### src/rtl/arb_pkg.sv
package arb_pkg;
  typedef enum logic {
    ARB_FIXED = 1'b0,
    ARB_ROUND = 1'b1
  } arb_mode_e;

  localparam int unsigned LVL_W       = 4;
  localparam int unsigned BUS_BYTES   = 4;
  localparam int unsigned BURST_BYTES = 16;
endpackage

### src/rtl/fixed_pick.sv
module fixed_pick #(
  parameter int unsigned N_MST = 8,
  parameter int unsigned LVL_W = 4
) (
  input  logic [N_MST-1:0]       req_i,
  input  logic [N_MST*LVL_W-1:0] prio_i,
  output logic [N_MST-1:0]       win_o
);
  logic [LVL_W-1:0] lvl [N_MST];

  for (genvar g = 0; g < N_MST; g++) begin : g_lvl
    assign lvl[g] = prio_i[g*LVL_W +: LVL_W];
  end

  always_comb begin
    logic [LVL_W-1:0] best;
    logic             found;
    win_o = '0;
    best  = '1;
    found = 1'b0;
    for (int i = 0; i < N_MST; i++) begin
      // strict compare: ties keep the lower index
      if (req_i[i] && (!found || lvl[i] < best)) begin
        best  = lvl[i];
        found = 1'b1;
        win_o = '0;
        win_o[i] = 1'b1;
      end
    end
  end
endmodule

### src/rtl/rr_pick.sv
module rr_pick #(
  parameter int unsigned N_MST = 8,
  localparam int unsigned IDX_W = (N_MST > 1) ? $clog2(N_MST) : 1
) (
  input  logic [N_MST-1:0] req_i,
  input  logic [IDX_W-1:0] ptr_i,
  output logic [N_MST-1:0] win_o
);
  always_comb begin
    logic found;
    win_o = '0;
    found = 1'b0;
    for (int i = 0; i < N_MST; i++) begin
      int j;
      j = int'(ptr_i) + i;
      if (j >= int'(N_MST)) j = j - int'(N_MST);
      if (!found && req_i[j]) begin
        found    = 1'b1;
        win_o[j] = 1'b1;
      end
    end
  end
endmodule

### src/rtl/xfer_tracker.sv
module xfer_tracker #(
  parameter int unsigned BEATS = 4,
  localparam int unsigned CNT_W = (BEATS > 1) ? $clog2(BEATS) : 1
) (
  input  logic clk_i,
  input  logic rst_ni,
  input  logic busy_i,
  input  logic beat_i,
  input  logic burst_i,
  output logic done_o
);
  logic [CNT_W-1:0] cnt_q;
  logic             burst_q;
  logic             first;
  logic             eff_burst;
  logic             beat_ok;

  assign first     = (cnt_q == '0);
  assign eff_burst = first ? burst_i : burst_q;
  assign beat_ok   = beat_i & busy_i;
  assign done_o    = beat_ok & (!eff_burst || cnt_q == CNT_W'(BEATS - 1));

  always_ff @(posedge clk_i or negedge rst_ni) begin
    if (!rst_ni) begin
      cnt_q   <= '0;
      burst_q <= 1'b0;
    end else if (beat_ok) begin
      if (first) burst_q <= burst_i;
      cnt_q <= done_o ? '0 : cnt_q + 1'b1;
    end
  end
endmodule

### src/rtl/slave_arbiter.sv
module slave_arbiter
  import arb_pkg::*;
#(
  parameter int unsigned N_MST = 8,
  localparam int unsigned IDX_W = (N_MST > 1) ? $clog2(N_MST) : 1,
  localparam int unsigned BEATS = BURST_BYTES / BUS_BYTES
) (
  input  logic                   clk_i,
  input  logic                   rst_ni,
  input  logic                   mode_rr_i,
  input  logic [N_MST*LVL_W-1:0] prio_i,
  input  logic [N_MST-1:0]       req_i,
  input  logic                   beat_i,
  input  logic                   burst_i,
  output logic [N_MST-1:0]       gnt_o
);
  logic [N_MST-1:0] gnt_q;
  logic [N_MST-1:0] win_fx;
  logic [N_MST-1:0] win_rr;
  logic [N_MST-1:0] win;
  logic [IDX_W-1:0] ptr_q;
  logic [IDX_W-1:0] win_idx;
  logic             xfer_done;
  logic             arb_open;
  arb_mode_e        mode;

  assign mode = arb_mode_e'(mode_rr_i);

  fixed_pick #(.N_MST(N_MST), .LVL_W(LVL_W)) i_fixed (
    .req_i  (req_i),
    .prio_i (prio_i),
    .win_o  (win_fx)
  );

  rr_pick #(.N_MST(N_MST)) i_rr (
    .req_i (req_i),
    .ptr_i (ptr_q),
    .win_o (win_rr)
  );

  xfer_tracker #(.BEATS(BEATS)) i_xfer (
    .clk_i   (clk_i),
    .rst_ni  (rst_ni),
    .busy_i  (|gnt_q),
    .beat_i  (beat_i),
    .burst_i (burst_i),
    .done_o  (xfer_done)
  );

  assign win      = (mode == ARB_ROUND) ? win_rr : win_fx;
  assign arb_open = (gnt_q == '0) | xfer_done;

  always_comb begin
    win_idx = '0;
    for (int i = 0; i < N_MST; i++) begin
      if (win[i]) win_idx = IDX_W'(i);
    end
  end

  always_ff @(posedge clk_i or negedge rst_ni) begin
    if (!rst_ni) begin
      gnt_q <= '0;
      ptr_q <= '0;
    end else if (arb_open) begin
      gnt_q <= win;
      if (|win) ptr_q <= (win_idx == IDX_W'(N_MST - 1)) ? '0 : win_idx + 1'b1;
    end
  end

  assign gnt_o = gnt_q;
endmodule

### config.mk
export PLATFORM = sky130hd
export DESIGN_NAME = slave_arbiter
export DESIGN_NICKNAME = d
export VERILOG_FILES = /design/src/rtl/arb_pkg.sv /design/src/rtl/fixed_pick.sv /design/src/rtl/rr_pick.sv /design/src/rtl/xfer_tracker.sv /design/src/rtl/slave_arbiter.sv
export SDC_FILE = /design/constraint.sdc
export NUM_CORES = 1
export LEC_CHECK = 0
export BUFFER_PORTS_ARGS = -buffer_cell sky130_fd_sc_hd__buf_2
export CAP_MARGIN = 20
export CORE_MARGIN = 2
export CORE_UTILIZATION = 30
export CTS_CLUSTER_SIZE = 16
export DETAILED_ROUTE_END_ITERATION = 7
export GPL_ROUTABILITY_DRIVEN = 0
export GPL_TIMING_DRIVEN = 0
export HOLD_SLACK_MARGIN = 0.15
export SYNTH_ARGS = -nofsm -noshare
export SYNTH_HDL_FRONTEND = slang
export SYNTH_HIERARCHICAL = 1
export SYNTH_SLANG_ARGS = --single-unit
### constraint.sdc
create_clock -name clk_i -period 5.8 [get_ports clk_i]
set_input_delay 1.16 -clock clk_i [delete_from_list [all_inputs] [get_ports clk_i]]
set_output_delay 1.16 -clock clk_i [all_outputs]
set_load 0.005 [all_outputs]
==> results.ini <==
[routing]
drtPass1Iterations=5
routed_wirelength_um=13100
routed_via_density=5.68
drtIter0Drc=323
vias=4419
remaining_drc_errors=0
route.antenna.remaining_nets=0
wl_per_cell_um=16.8

[run_status]
failed_checks=setup timing
outcome=finished, violations left

[critical_path]
crit_path_start=req_i[0]
cp_top_family=compound AO/OA/AOI/OAI gates
slowest_delay_ns=0.39
endpoint_kind=flop
crit_buf_inv=8
worstSetupPathType=input port to flop
startpoint_type=input port
path_common_cell=ha_4
cp.arrival_ns=11.62
slowest_stage=o31ai_4
worstPathMaxFanout=9
required_ns=5.93
r2r-start=ptr_q[0]

[floorplanning]
dieArea_mm2=0.0135
num_io_pins=53
rows=41
die_h_um=116
core_area_mm2=0.0125
die_w_um=116
initial_core_util=0.304

[synthesis]
ys_seq_elements=14
synth_cell_types=87
synth_commonest_cells=nand2_1 (40), nor2_1 (35), inv_1 (28), a21oi_1 (26), o21ai_0 (25)
synth_area_per_cell_um2=7.86
synth_top_area_cell=dfrtp_1
seq_area_frac_synth=0.0925
ys.flop_type=dfrtp_1
synth_area_leaders=dfrtp_1 (9.2%), ha_1 (7.6%), mux2i_1 (6.1%)
synth_cells=482
synth_top_area_frac=0.0925
synth_nets=550
yosysWarningCount=6
synthArstFlopShare=1.00
synth_enable_flop_cells=0
synth.most_common_cell=nand2_1
syn_area_mm2=0.00379

[power_and_ir_drop]
ir_worst_vdd_mv=0.147
p_leak_nw=2.21
powerDensity_mw_per_mm2=473

[job]
maxCapViolCount=0

[hold_path]
hold_class=flop to flop
hold_start=i_xfer/burst_q

[placement]
dp_cells=706
dp_slack_ns=-7.38
numPortBuffers=52
place_hpwl_um=9470

[clock_network]
clock-sinks=14
clock_latency_ns=0.25
clock_tree.buffer_depth=2
cts_buffers=3
htreeDepth=1
tritoncts=done
clkTransAtPathRegs_ns=0.05
cts-root-buf=clkbuf_16

[cells_and_area]
layoutNonFillerInstCount=778
diodes=0
syn_to_final_growth_pct=42.6
drive_gt1_frac=0.417
final_nets=675

[timing]
setup_viol=11
rsz0062_at_grt=true
skew_ns=0.00321
relSlewSlack=0.475
timing.final.crit_share=1.98
setup_ws_ns=-5.69
slew_viol_final=0
final-hold-violation-count=0
worst_pin_slew_ns=0.777
fmax_ghz=0.0870
period_minus_slack_ns=11.49
setup_tns_ns=-54.58

[grt]
grt_max_degree=15
grt_pass1_wl_um=21500
antenna_found_initial=1
grt_pass1_vias=4385
groute.usage.overall=0.194
grt_overflow=0

## stage by stage
step                      power, mW   util  area [um2]  hold WS, ns
after floorplan                1.69      -        4040        0.479
after global placement         2.07  0.362        4520        0.490
after detailed placement       2.10  0.362        4520        0.501
after CTS                      2.45  0.422        5260        0.510
after global routing           2.75  0.433        5400        0.531
final                          2.55  0.433        5400        0.506
## per-layer routing
layer  track usage  vias up  part of all wire
met5             0        -           0.00099
met4        0.0516        2             0.022
met3        0.0223       37             0.051
met2         0.352      164              0.50
met1         0.243     2107              0.42
li1              -     2109                 -
## state kept, by name, indices dropped and copies added, names as in the netlist
name            cells
ptr_q               3
i_xfer/cnt_q        2
gnt_o               8
i_xfer/burst_q      1
## cell type report
cell class	count	area [um2]
sequential	14	350
inverter	28	115
multi-input combinational	417	3690
tap	172	215
timing repair buffer	121	816
buffer	22	131
clock buffer	4	88.8
fill	1209	7060
## where the power goes
part           total, mW  switching (mW)  leakage (nW)  internal [mW]
Sequential         0.181          0.0413         0.179          0.139
Clock              0.145          0.0408        0.0442          0.105
Combinational       2.23            1.24          1.99          0.985
Total               2.55            1.32          2.21           1.23
## repair_timing
item                                    CTS  global route
buffers inserted                         57            19
gates resized for setup                  48            15
endpoints found under the setup margin   11            11
pin swaps                                37            30
hold buffers                              0             0
## cells in the final DEF (no fill, tap or decap), types with 5 or more instances in the layout
cell type	instances
buf_2	59
buf_6	9
nor3_1	11
a31oi_1	11
nand3_1	16
xnor2_1	5
nor2b_1	8
nand2_1	36
nor2_1	27
nand4_1	7
ha_1	14
dfrtp_1	14
clkbuf_1	9
ha_4	9
nor2_4	6
or3_1	5
mux2_4	13
o21ai_1	8
buf_4	63
mux2_2	13
inv_1	24
mux4_2	5
a211oi_1	5
nand2b_1	8
nor3b_1	6
o22ai_1	8
a21oi_1	23
o21ai_0	13
mux2i_1	21
o211ai_1	6
and2_1	5
## kinds of logic after synthesis
group	count (synthesis)	synth area share
and+or+nand+nor	180	0.257
AOI/OAI and AO/OA	145	0.299
muxes	56	0.183
buffers and inverters	51	0.0614
adders and majority gates	27	0.0865
DFF	14	0.0925
xor gates and xnor gates	9	0.0208
## worst paths after layout
check                                 end  slack, ns  cells after the start
max                              ptr_q[2]      -5.69                     60
min reg2reg                i_xfer/burst_q       0.51                      1
min                        i_xfer/burst_q       0.51                      1
max reg2reg                      ptr_q[0]       0.12                     21
max in group asynchronous        gnt_o[5]       4.76                      1
min in group asynchronous        gnt_o[1]       0.80                      1
Note: power is estimated with default switching activity, not from simulation.
